[src/rtl/mmt_pkg.sv]
package mmt_pkg;

  typedef enum logic [1:0] {
    KIND_EVENT,
    KIND_PWM,
    KIND_CAPTURE
  } mmt_kind_e;

  typedef struct packed {
    mmt_kind_e kind;
    logic      a_fall;   // pin A edge is falling
    logic      b_fall;   // pin B edge is falling
    logic      toggle;   // PWM flips the driven pin
  } mmt_mode_t;

  localparam int ADDR_W = 2;
  localparam logic [ADDR_W-1:0] ADDR_CNT  = 2'd0;
  localparam logic [ADDR_W-1:0] ADDR_RA   = 2'd1;
  localparam logic [ADDR_W-1:0] ADDR_RB   = 2'd2;
  localparam logic [ADDR_W-1:0] ADDR_CTRL = 2'd3;

  localparam int CTRL_RUN = 3;
  localparam int CTRL_FA  = 4;
  localparam int CTRL_FB  = 5;

  function automatic mmt_mode_t decode_mode(input logic [2:0] code);
    mmt_mode_t m;
    if (code[1])      m.kind = KIND_CAPTURE;
    else if (code[2]) m.kind = KIND_PWM;
    else              m.kind = KIND_EVENT;
    m.a_fall = code[0];
    m.b_fall = code[2];
    m.toggle = code[0];
    return m;
  endfunction

endpackage

[src/rtl/mmt_pin_sync.sv]
// Synchronizer chain plus edge finder. STAGES must be at least 2.
module mmt_pin_sync #(
  parameter int STAGES = 2
) (
  input  logic clk,
  input  logic rst,
  input  logic pin_i,
  output logic rise_o,
  output logic fall_o
);
  logic [STAGES-1:0] chain_q;
  logic              last_q;

  always_ff @(posedge clk) begin
    if (rst) begin
      chain_q <= '0;
      last_q  <= 1'b0;
    end else begin
      chain_q <= {chain_q[STAGES-2:0], pin_i};
      last_q  <= chain_q[STAGES-1];
    end
  end

  assign rise_o = chain_q[STAGES-1] & ~last_q;
  assign fall_o = ~chain_q[STAGES-1] & last_q;

endmodule

[src/rtl/mmt_irq_flag.sv]
module mmt_irq_flag (
  input  logic clk,
  input  logic rst,
  input  logic set_i,
  input  logic clr_i,
  output logic flag_o
);
  always_ff @(posedge clk) begin
    if (rst) flag_o <= 1'b0;
    else     flag_o <= set_i | (flag_o & ~clr_i);
  end

  AST_FLAG_SET_WINS: assert property (@(posedge clk) disable iff (rst)
    set_i |=> flag_o);
  AST_FLAG_STICKY: assert property (@(posedge clk) disable iff (rst)
    (flag_o && !clr_i) |=> flag_o);

endmodule

[src/rtl/mmt_core.sv]
module mmt_core
  import mmt_pkg::*;
#(
  parameter int W = 16
) (
  input  logic         clk,
  input  logic         rst,
  input  mmt_mode_t    mode_i,
  input  logic         run_i,
  input  logic         tick_i,
  input  logic         a_rise_i,
  input  logic         a_fall_i,
  input  logic         b_rise_i,
  input  logic         b_fall_i,
  input  logic         mode_wr_i,
  input  logic         cnt_wr_i,
  input  logic         ra_wr_i,
  input  logic         rb_wr_i,
  input  logic [W-1:0] wdata_i,
  output logic [W-1:0] cnt_o,
  output logic [W-1:0] ra_o,
  output logic [W-1:0] rb_o,
  output logic         pin_o,
  output logic         evt_a_o,
  output logic         evt_b_o
);
  logic [W-1:0] cnt_q, ra_q, rb_q;
  logic         phase_b_q, pin_q;

  logic is_event, is_pwm, is_cap;
  logic a_edge, b_edge, count_en, at_zero, reload, wrap, cap_a, cap_b;

  always_comb begin
    is_event = (mode_i.kind == KIND_EVENT);
    is_pwm   = (mode_i.kind == KIND_PWM);
    is_cap   = (mode_i.kind == KIND_CAPTURE);
    a_edge   = mode_i.a_fall ? a_fall_i : a_rise_i;
    b_edge   = mode_i.b_fall ? b_fall_i : b_rise_i;
    count_en = run_i & (is_event ? a_edge : tick_i);
    at_zero  = (cnt_q == '0);
    reload   = is_pwm & count_en & at_zero;
    wrap     = ~is_pwm & count_en & at_zero;
    cap_a    = is_cap & a_edge;
    cap_b    = is_cap & b_edge;
    evt_a_o  = wrap | (reload & ~phase_b_q) | cap_a;
    evt_b_o  = (reload & phase_b_q) | cap_b | (is_event & b_rise_i);
  end

  always_ff @(posedge clk) begin
    if (rst)           cnt_q <= '0;
    else if (cnt_wr_i) cnt_q <= wdata_i;
    else if (reload)   cnt_q <= phase_b_q ? rb_q : ra_q;
    else if (count_en) cnt_q <= cnt_q - W'(1);
  end

  always_ff @(posedge clk) begin
    if (rst)            phase_b_q <= 1'b0;
    else if (reload)    phase_b_q <= ~phase_b_q;
    else if (mode_wr_i) phase_b_q <= 1'b0;
  end

  always_ff @(posedge clk) begin
    if (rst)          ra_q <= '0;
    else if (cap_a)   ra_q <= cnt_q;
    else if (ra_wr_i) ra_q <= wdata_i;
  end

  always_ff @(posedge clk) begin
    if (rst)          rb_q <= '0;
    else if (cap_b)   rb_q <= cnt_q;
    else if (rb_wr_i) rb_q <= wdata_i;
  end

  always_ff @(posedge clk) begin
    if (rst)                         pin_q <= 1'b0;
    else if (reload && mode_i.toggle) pin_q <= ~pin_q;
  end

  assign cnt_o = cnt_q;
  assign ra_o  = ra_q;
  assign rb_o  = rb_q;
  assign pin_o = pin_q;

  AST_RUN_FREEZE: assert property (@(posedge clk) disable iff (rst)
    (!run_i && !cnt_wr_i) |=> $stable(cnt_q));
  AST_PWM_FIRST_A: assert property (@(posedge clk) disable iff (rst)
    (reload && !phase_b_q && !cnt_wr_i && !ra_wr_i) |=> (cnt_q == ra_q && phase_b_q));
  AST_WRAP_ALL_ONES: assert property (@(posedge clk) disable iff (rst)
    (wrap && !cnt_wr_i) |=> (&cnt_q));
  AST_PIN_HOLD: assert property (@(posedge clk) disable iff (rst)
    !(reload && mode_i.toggle) |=> $stable(pin_q));
  AST_CAPTURE_A: assert property (@(posedge clk) disable iff (rst)
    cap_a |=> (ra_q == $past(cnt_q)));

endmodule

[src/rtl/multimode_timer.sv]
module multimode_timer
  import mmt_pkg::*;
#(
  parameter int W           = 16,
  parameter int SYNC_STAGES = 2
) (
  input  logic              clk,
  input  logic              rst,
  input  logic              tick,
  input  logic              pin_a_i,
  input  logic              pin_b_i,
  output logic              pin_a_o,
  input  logic              wr_en,
  input  logic [ADDR_W-1:0] wr_addr,
  input  logic [W-1:0]      wr_data,
  input  logic [ADDR_W-1:0] rd_addr,
  output logic [W-1:0]      rd_data,
  output logic              irq_a,
  output logic              irq_b
);
  localparam int CTRL_USED = CTRL_FB + 1;

  logic [2:0]   mode_q;
  logic         run_q;
  mmt_mode_t    mode_dec;
  logic         mode_wr, cnt_wr, ra_wr, rb_wr;
  logic         a_rise, a_fall, b_rise, b_fall;
  logic [W-1:0] cnt_v, ra_v, rb_v;
  logic         evt_a, evt_b, flag_a, flag_b;
  logic [CTRL_USED-1:0] ctrl_v;

  assign mode_wr  = wr_en && (wr_addr == ADDR_CTRL);
  assign cnt_wr   = wr_en && (wr_addr == ADDR_CNT);
  assign ra_wr    = wr_en && (wr_addr == ADDR_RA);
  assign rb_wr    = wr_en && (wr_addr == ADDR_RB);
  assign mode_dec = decode_mode(mode_q);

  always_ff @(posedge clk) begin
    if (rst) begin
      mode_q <= 3'b000;
      run_q  <= 1'b0;
    end else if (mode_wr) begin
      mode_q <= wr_data[2:0];
      run_q  <= wr_data[CTRL_RUN];
    end
  end

  mmt_pin_sync #(.STAGES(SYNC_STAGES)) u_sync_a (
    .clk(clk), .rst(rst), .pin_i(pin_a_i), .rise_o(a_rise), .fall_o(a_fall));
  mmt_pin_sync #(.STAGES(SYNC_STAGES)) u_sync_b (
    .clk(clk), .rst(rst), .pin_i(pin_b_i), .rise_o(b_rise), .fall_o(b_fall));

  mmt_core #(.W(W)) u_core (
    .clk(clk), .rst(rst), .mode_i(mode_dec), .run_i(run_q), .tick_i(tick),
    .a_rise_i(a_rise), .a_fall_i(a_fall), .b_rise_i(b_rise), .b_fall_i(b_fall),
    .mode_wr_i(mode_wr), .cnt_wr_i(cnt_wr), .ra_wr_i(ra_wr), .rb_wr_i(rb_wr),
    .wdata_i(wr_data), .cnt_o(cnt_v), .ra_o(ra_v), .rb_o(rb_v),
    .pin_o(pin_a_o), .evt_a_o(evt_a), .evt_b_o(evt_b));

  mmt_irq_flag u_flag_a (
    .clk(clk), .rst(rst), .set_i(evt_a),
    .clr_i(mode_wr && wr_data[CTRL_FA]), .flag_o(flag_a));
  mmt_irq_flag u_flag_b (
    .clk(clk), .rst(rst), .set_i(evt_b),
    .clr_i(mode_wr && wr_data[CTRL_FB]), .flag_o(flag_b));

  assign irq_a  = flag_a;
  assign irq_b  = flag_b;
  assign ctrl_v = {flag_b, flag_a, run_q, mode_q};

  always_ff @(posedge clk) begin
    if (rst) rd_data <= '0;
    else begin
      case (rd_addr)
        ADDR_CNT: rd_data <= cnt_v;
        ADDR_RA:  rd_data <= ra_v;
        ADDR_RB:  rd_data <= rb_v;
        default:  rd_data <= W'(ctrl_v);
      endcase
    end
  end

  AST_IRQ_LOW_NO_EVENT: assert property (@(posedge clk) disable iff (rst)
    (!evt_a && !irq_a) |=> !irq_a);

endmodule

[config.mk]
export PLATFORM = sky130hd
export DESIGN_NAME = multimode_timer
export DESIGN_NICKNAME = d
export VERILOG_FILES = /design/src/rtl/mmt_pkg.sv /design/src/rtl/mmt_pin_sync.sv /design/src/rtl/mmt_irq_flag.sv /design/src/rtl/mmt_core.sv /design/src/rtl/multimode_timer.sv
export SDC_FILE = /design/constraint.sdc
export NUM_CORES = 1
export LEC_CHECK = 0
export CORE_ASPECT_RATIO = 1.4
export CORE_MARGIN = 2
export CORE_UTILIZATION = 57
export CTS_CLUSTER_DIAMETER = 120
export CTS_CLUSTER_SIZE = 24
export DETAILED_ROUTE_END_ITERATION = 10
export DONT_BUFFER_PORTS = 1
export GPL_ROUTABILITY_DRIVEN = 1
export GPL_TIMING_DRIVEN = 0
export PLACE_DENSITY = 0.75
export SLEW_MARGIN = 0
export SYNTH_ARGS = -nofsm -noshare
export SYNTH_HDL_FRONTEND = slang
export SYNTH_SLANG_ARGS = --single-unit
export TNS_END_PERCENT = 20
[constraint.sdc]
create_clock -name clk -period 1.9 [get_ports clk]
set_input_delay 0.475 -clock clk [delete_from_list [all_inputs] [get_ports clk]]
set_output_delay 0.475 -clock clk [all_outputs]
set_load 0.01 [all_outputs]
Yosys cells after proc, flatten, opt, wreduce, memory -nomap -nowiden
Index checks and enable logic that the tools add are counted.
{ "totals": {"inputBits": 26, "latchBits": 0, "elab_cells": 84, "n_memories": 0, "reg_bits": 78, "ramBits": 0, "romBits": 0, "out_inout_bits": 19} }
{ "classes": {"n_mul": 0, "bitwise": 31, "n_mux": 16, "shift": 0, "div": 0, "n_eq_ne": 7, "n_lt_le_gt_ge": 0, "reduce_logical": 15, "add_sub_neg": 1} }
{ "ops": {"columns": ["cell", "n"], "rows": [
  ["16-bit two-way mux", 8],
  ["16-bit case mux with 3 select lines", 1],
  ["1-bit bitwise AND", 16],
  ["16-bit zero test", 1],
  ["16-bit by 1-bit subtractor with 16-bit output, second input constant", 1],
  ["1-bit NOT", 9],
  ["2-bit equality test, second input constant", 4],
  ["1-bit logical AND", 7],
  ["2-bit by 1-bit equality test with 1-bit output, second input constant", 3],
  ["2-bit zero test", 3],
  ["1-bit two-way mux", 6],
  ["1-bit OR", 6],
  ["2-bit nonzero test", 3],
  ["3-bit nonzero test", 1],
  ["2-bit two-way mux", 1]
]} }

Longest topological paths before layout
{ "logic_depth": {"depth_word": 11, "ltp_mapped": 8, "mapped_depth_nobuf": 7} }

Hierarchy
From an unflattened synthesis, not the netlist that was laid out.
{ "hier_totals": {"hier_cells": 486, "area_unflattened_um2": 4377.9} }
{ "by_module_without_submodules": {"columns": ["module", "seq_area_each_um2", "area_per_inst_um2", "cells_per_inst", "n_inst"], "rows": [
  ["mmt_core", 1001.0, 3093.0, 353, 1],
  ["multimode_timer", 400.4, 1024.7, 109, 1],
  ["mmt_pin_sync", 60.1, 91.3, 8, 2],
  ["mmt_irq_flag", 20.0, 38.8, 4, 2]
]} }

Worst setup path before layout
OpenSTA, ideal clock, no wires.
{ "synth_timing": {"path_kind": "register -> register", "from": "reg u_core.cnt_q[0], in the netlist u_core.cnt_o[0]", "to": "reg u_core.cnt_q[9], in the netlist u_core.cnt_o[9]", "setup_ns": 0.092, "period_less_slack_ns": 1.776, "arrival_time_ns": 1.684, "path_buffers": 1, "stages_incl_launch_ff": 9, "required_time_ns": 1.808, "setup_slack_ns": 0.124, "path_cell_list": "dfxtp_1 inv_1 ha_1 nor3b_1 nand4_1 nor4_4 buf_6 nor2_1 o32ai_1"} }
{ "synth_via": {"elab_chain_len": 4, "word_cells_on_any_way": 7, "cone_classes": "add/sub (1); mux (3); bitwise (1); reduce/logical (2)"} }
{ "synth_rtl": {"columns": ["item", "line", "rtl"], "rows": [
  ["from (decl)", "mmt_core.sv:27", "logic [W-1:0] cnt_q, ra_q, rb_q;"],
  ["from (signal assigned)", "mmt_core.sv:51", "else if (cnt_wr_i) cnt_q <= wdata_i;"],
  ["from (signal assigned)", "mmt_core.sv:52", "else if (reload) cnt_q <= phase_b_q ? rb_q : ra_q;"],
  ["from (signal assigned)", "mmt_core.sv:53", "else if (count_en) cnt_q <= cnt_q - W'(1);"],
  ["16-bit by 1-bit subtractor with 16-bit output or 16-bit zero test (tied branches)", "mmt_core.sv:53, mmt_core.sv:40", null],
  ["16-bit two-way mux or 1-bit bitwise AND (tied branches)", "mmt_core.sv:53, mmt_core.sv:41", null],
  ["16-bit two-way mux", "mmt_core.sv:52", null],
  ["16-bit two-way mux", "mmt_core.sv:51", null]
]} }
Several ways; a longest one is shown, not always the timed one. The select of a mux whose other input is x is not followed.
A chain may end at the register's enable or synchronous reset.

Final worst setup path
{ "layout_timing": {"from": "reg mode_q[0]", "to": "reg u_core.cnt_q[3], in the netlist u_core.cnt_o[3]"} }
{ "layout_via": {"elab_chain_len": 7, "word_cells_on_any_way": 8, "cone_classes": "mux (4); bitwise (3); reduce/logical (1)"} }
{ "layout_rtl": {"columns": ["item", "line", "rtl"], "rows": [
  ["from (decl)", "multimode_timer.sv:23", "logic [2:0] mode_q;"],
  ["from (signal assigned)", "multimode_timer.sv:43", "mode_q <= wr_data[2:0];"],
  ["1-bit two-way mux (*)", "mmt_core.sv:37", "a_edge = mode_i.a_fall ? a_fall_i : a_rise_i;"],
  ["1-bit two-way mux (*)", "mmt_core.sv:39", "count_en = run_i & (is_event ? a_edge : tick_i);"],
  ["1-bit bitwise AND (*)", "mmt_core.sv:39", null],
  ["1-bit bitwise AND (2 in series)", "mmt_core.sv:41", "reload = is_pwm & count_en & at_zero;"],
  ["16-bit two-way mux", "mmt_core.sv:52", null],
  ["16-bit two-way mux", "mmt_core.sv:51", null]
]} }
Every way passes the cells marked *; elsewhere a longest branch is shown, timed or not.

==> summary.md <==
| Metric | Value |
|---|---|
| Critical path type | `flop to flop` |
| Max Clock Freq | `just under 500 MHz` |
| Worst-path maximum fanout | `5` |
| Yosys warns | `0` |
| Seq/Total Area, Yosys | `a little under two fifths` |
| WL/cell | `between 20 and 25 um` |
| Slew Viols, Final | `0` |
| Fillcell total | `roughly 600` |
| Hold WS | `~0.22 ns` |
| Hold Path Class | `primary input to flop` |
| Die Wd | `approximately 77 um` |
| Initial Util | `about 58%` |
| RSZ-0062 raised after global routing | `yes` |
| Clk pin slew, worst setup/hold paths | `around 0.08 ns` |
| Cell count after synthesis | `between 400 and 500` |
| Clk buf depth | `2` |
| Via density per instance | `6.45` |
| I/O Pins | `45` |
| Setup ws final | `-0.128 ns` |
| Final setup vio count | `19` |
| Num rows | `37` |
| Max_cap viols | `0` |
| Initial DRC count | `250` |
| R2R depth | `8` |
| Flop2flop setup slack | `-0.13 ns` |
| Biggest area consumer among synthesized cells | `dfxtp_1` |
| GR Overflow Total | `0` |
| Min-delay src | `wr_data[1]` |
| Rel. slew slack | `between 50 and 60%` |
| Layout Nets | `~520` |
| H-tree depth | `3` |
| FF-to-FF End | `u_core.cnt_o[3]` |
| Run status | `finished, violations left` |
| First-pass GRT wire length | `around 20000 um` |
| Cell variety after synth | `46` |
| Reg2reg start | `mode_q[0]` |
| Layout cell share with drive strength beyond 1 | `about a quarter` |
| Violated checks | `setup timing` |
| Hold Violations, Final | `0` |
| Crit path DAT | `about 2.3 ns` |
| Mean Syn Cell Area | `between 8 and 9 um2` |
| Antenna Cells | `0` |
| Post-synth EDFFs | `0` |
| Met3 global-route usage | `6.76%` |
| Worst VDD drop | `about 0.00055 V` |
| Critical path startpoint | `mode_q[0]` |
| Cts hold-fix bufs | `0` |
| Post-route ant nets | `0` |
| Root buf cell | `clkbuf_8` |
| Cell count after placement | `about 570` |
| CTS tree | `done` |
| Total chip power | `around 3700 uW` |
| Final WL | `13000 um` |
| Die area | `about 8100 um2` |
| Critical Path End Type | `flop` |
| Period minus WS final | `just over 2 ns` |
| Met1 Usage GRT | `35.6%` |
| GR peak layer | `met2` |
| DP HPWL | `roughly 8400 um` |
| Die H | `between 100 and 150 um` |
| Critical Path RT | `2.16 ns` |
| Largest net degree at the start of global routing | `20` |
| Leak Pwr | `0.00213 uW` |
| Setup_tns | `-1.05 ns` |
| Met2 usage | `55.9%` |
| DRC Markers | `0` |
| GRT Total Usage | `32.4%` |
| Via count | `3822` |
| Drt first pass iters | `5` |
| Final Cycle Share | `107%` |
| Power Density | `between 700 and 800 nW/um2` |
| Core Box Area | `between 7000 and 8000 um2` |
| Clock latency on the worst-skew pair | `0.37 ns` |
| Vias in the first global route | `~3.9k` |
| CTS sink cnt | `78` |
| Synth Flop Type | `dfxtp_1` |
| Clock skew | `~0.0084 ns` |
| Tightest Pin Transition | `around 0.74 ns` |
| Synth top area cells | `dfxtp_1 (37%), mux2i_1 (10%), a211oi_1 (8.8%)` |
| #FFs+latches synth | `between 70 and 80` |
| Port-buffer cells | `0` |
| Post-synth net total | `just under 500` |
| Non-Filler Instances | `~590` |
| Share of the synthesized area in the top cell type | `37.2%` |
| Cell area after synthesis | `about 4200 um2` |
| Layout area overhead | `18.3%` |
| CP Capture Point | `u_core.cnt_o[3]` |
| Worst Setup Start Kind | `flop` |
| Post-synth ARST share | `0%` |
| Placer Congestion | `approximately 0.91` |
| Initial antenna violation count | `0` |
| CTS Buf Count | `9` |
## through the flow
step                      setup slack [ns]  utilization (%)  instance area (um2)
after floorplan                      0.124                -                 4200
after global placement              -0.273             59.8                 4320
after detailed placement            -0.342             59.8                 4320
after CTS                           -0.112             66.6                 4810
after global routing                -0.224             68.7                 4960
final                               -0.128             68.7                 4960
## cells in the final DEF (no fill, tap or decap), types with 9 or more instances in the layout
| cell type | Yosys | final |
|---|---|---|
| a211oi_1 | 49 | 34 |
| a211oi_2 | 0 | 13 |
| a21oi_1 | 31 | 29 |
| and3_1 | 11 | 11 |
| buf_4 | 4 | 12 |
| buf_6 | 3 | 9 |
| clkbuf_1 | 29 | 20 |
| clkbuf_8 | 0 | 11 |
| dfxtp_1 | 78 | 66 |
| mux2i_1 | 43 | 43 |
| nand2_1 | 15 | 14 |
| nor2_1 | 73 | 69 |
| nor2b_1 | 30 | 29 |
| o32ai_1 | 15 | 10 |
| xnor2_1 | 11 | 11 |
## flip-flops by register name (all words and copies together) (netlist names), 2 cells and up
register          cells
mode_q                3
u_sync_b.chain_q      2
u_core.ra_o          16
u_sync_a.chain_q      2
rd_data              16
u_core.rb_o          16
u_core.cnt_o         16
## routing by layer
metal | part of all wire, % | vias up
met5 | 0 | -
met3 | 6.4 | 55
li1 | - | 1740
met1 | 36 | 1833
met4 | 5.4 | 0
met2 | 52 | 194
## worst max-delay path, cell delays in order (launching register included)
cell	delay, ns
dfxtp_4	0.38
nor3b_4	0.25
o311ai_4	0.12
buf_6	0.16
buf_6	0.11
nor4_4	0.35
buf_4	0.23
nor2_4	0.04
o32ai_2	0.28
## kinds of logic after synthesis
kind of cell	synth area share, %
adder cells (fa/ha/maj)	0.596
multiplexers	13.8
AO/OA/AOI/OAI	17.6
AND/OR/NAND/NOR	22.3
flip-flops	37.2
buffers and inverters	5.76
XOR/XNOR	2.71
## how the worst min path moves through the flow
stage | endpoint | slack [ns] | depth (start not counted)
2_1_floorplan | u_sync_a.chain_q[1] | 0.41 | 1
3_3_place_gp | u_sync_a.chain_q[1] | 0.42 | 1
3_5_place_dp | u_sync_a.chain_q[1] | 0.43 | 1
4_1_cts | mode_q[1] | 0.21 | 2
5_1_grt | u_sync_b.chain_q[0] | 0.23 | 1
6_report | mode_q[1] | 0.22 | 2
## cell usage after synthesis, types with 5 or more instances
cell       n
nand2_1   15
o32ai_1   15
xnor2_1   11
a21oi_1   31
and3_1    11
buf_2     10
a211oi_1  49
clkbuf_1  29
nand4_1    5
mux2i_1   43
nor2_1    73
mux4_2     5
dfxtp_1   78
nor2b_1   30
## timing repair
action / 4_1_cts / 5_1_grt
gates cloned: 2 / 0
gates resized for setup: 45 / 42
pin swaps: 23 / 22
buffers inserted: 16 / 3
setup endpoints to repair: 33 / 45
## area by class of cell
cell class	instances	area [um2]	share of cell area, %
Tap cell	97	121	2.44
Inverter	4	15.0	0.302
Clock buffer	11	151	3.05
Sequential cell	78	1590	32.0
Clock inverter	5	81.3	1.64
Buffer	38	196	3.96
Timing Repair Buffer	21	208	4.18
Multi-Input combinational cell	339	2600	52.4
## power by group
part / switching [uW] / internal [uW] / total [uW]
sequential: 66.8 / 1690 / 1760
clock: 634 / 811 / 1440
combinational: 300 / 246 / 546
total: 1000 / 2750 / 3750
Power figures use the tool's default switching activity.
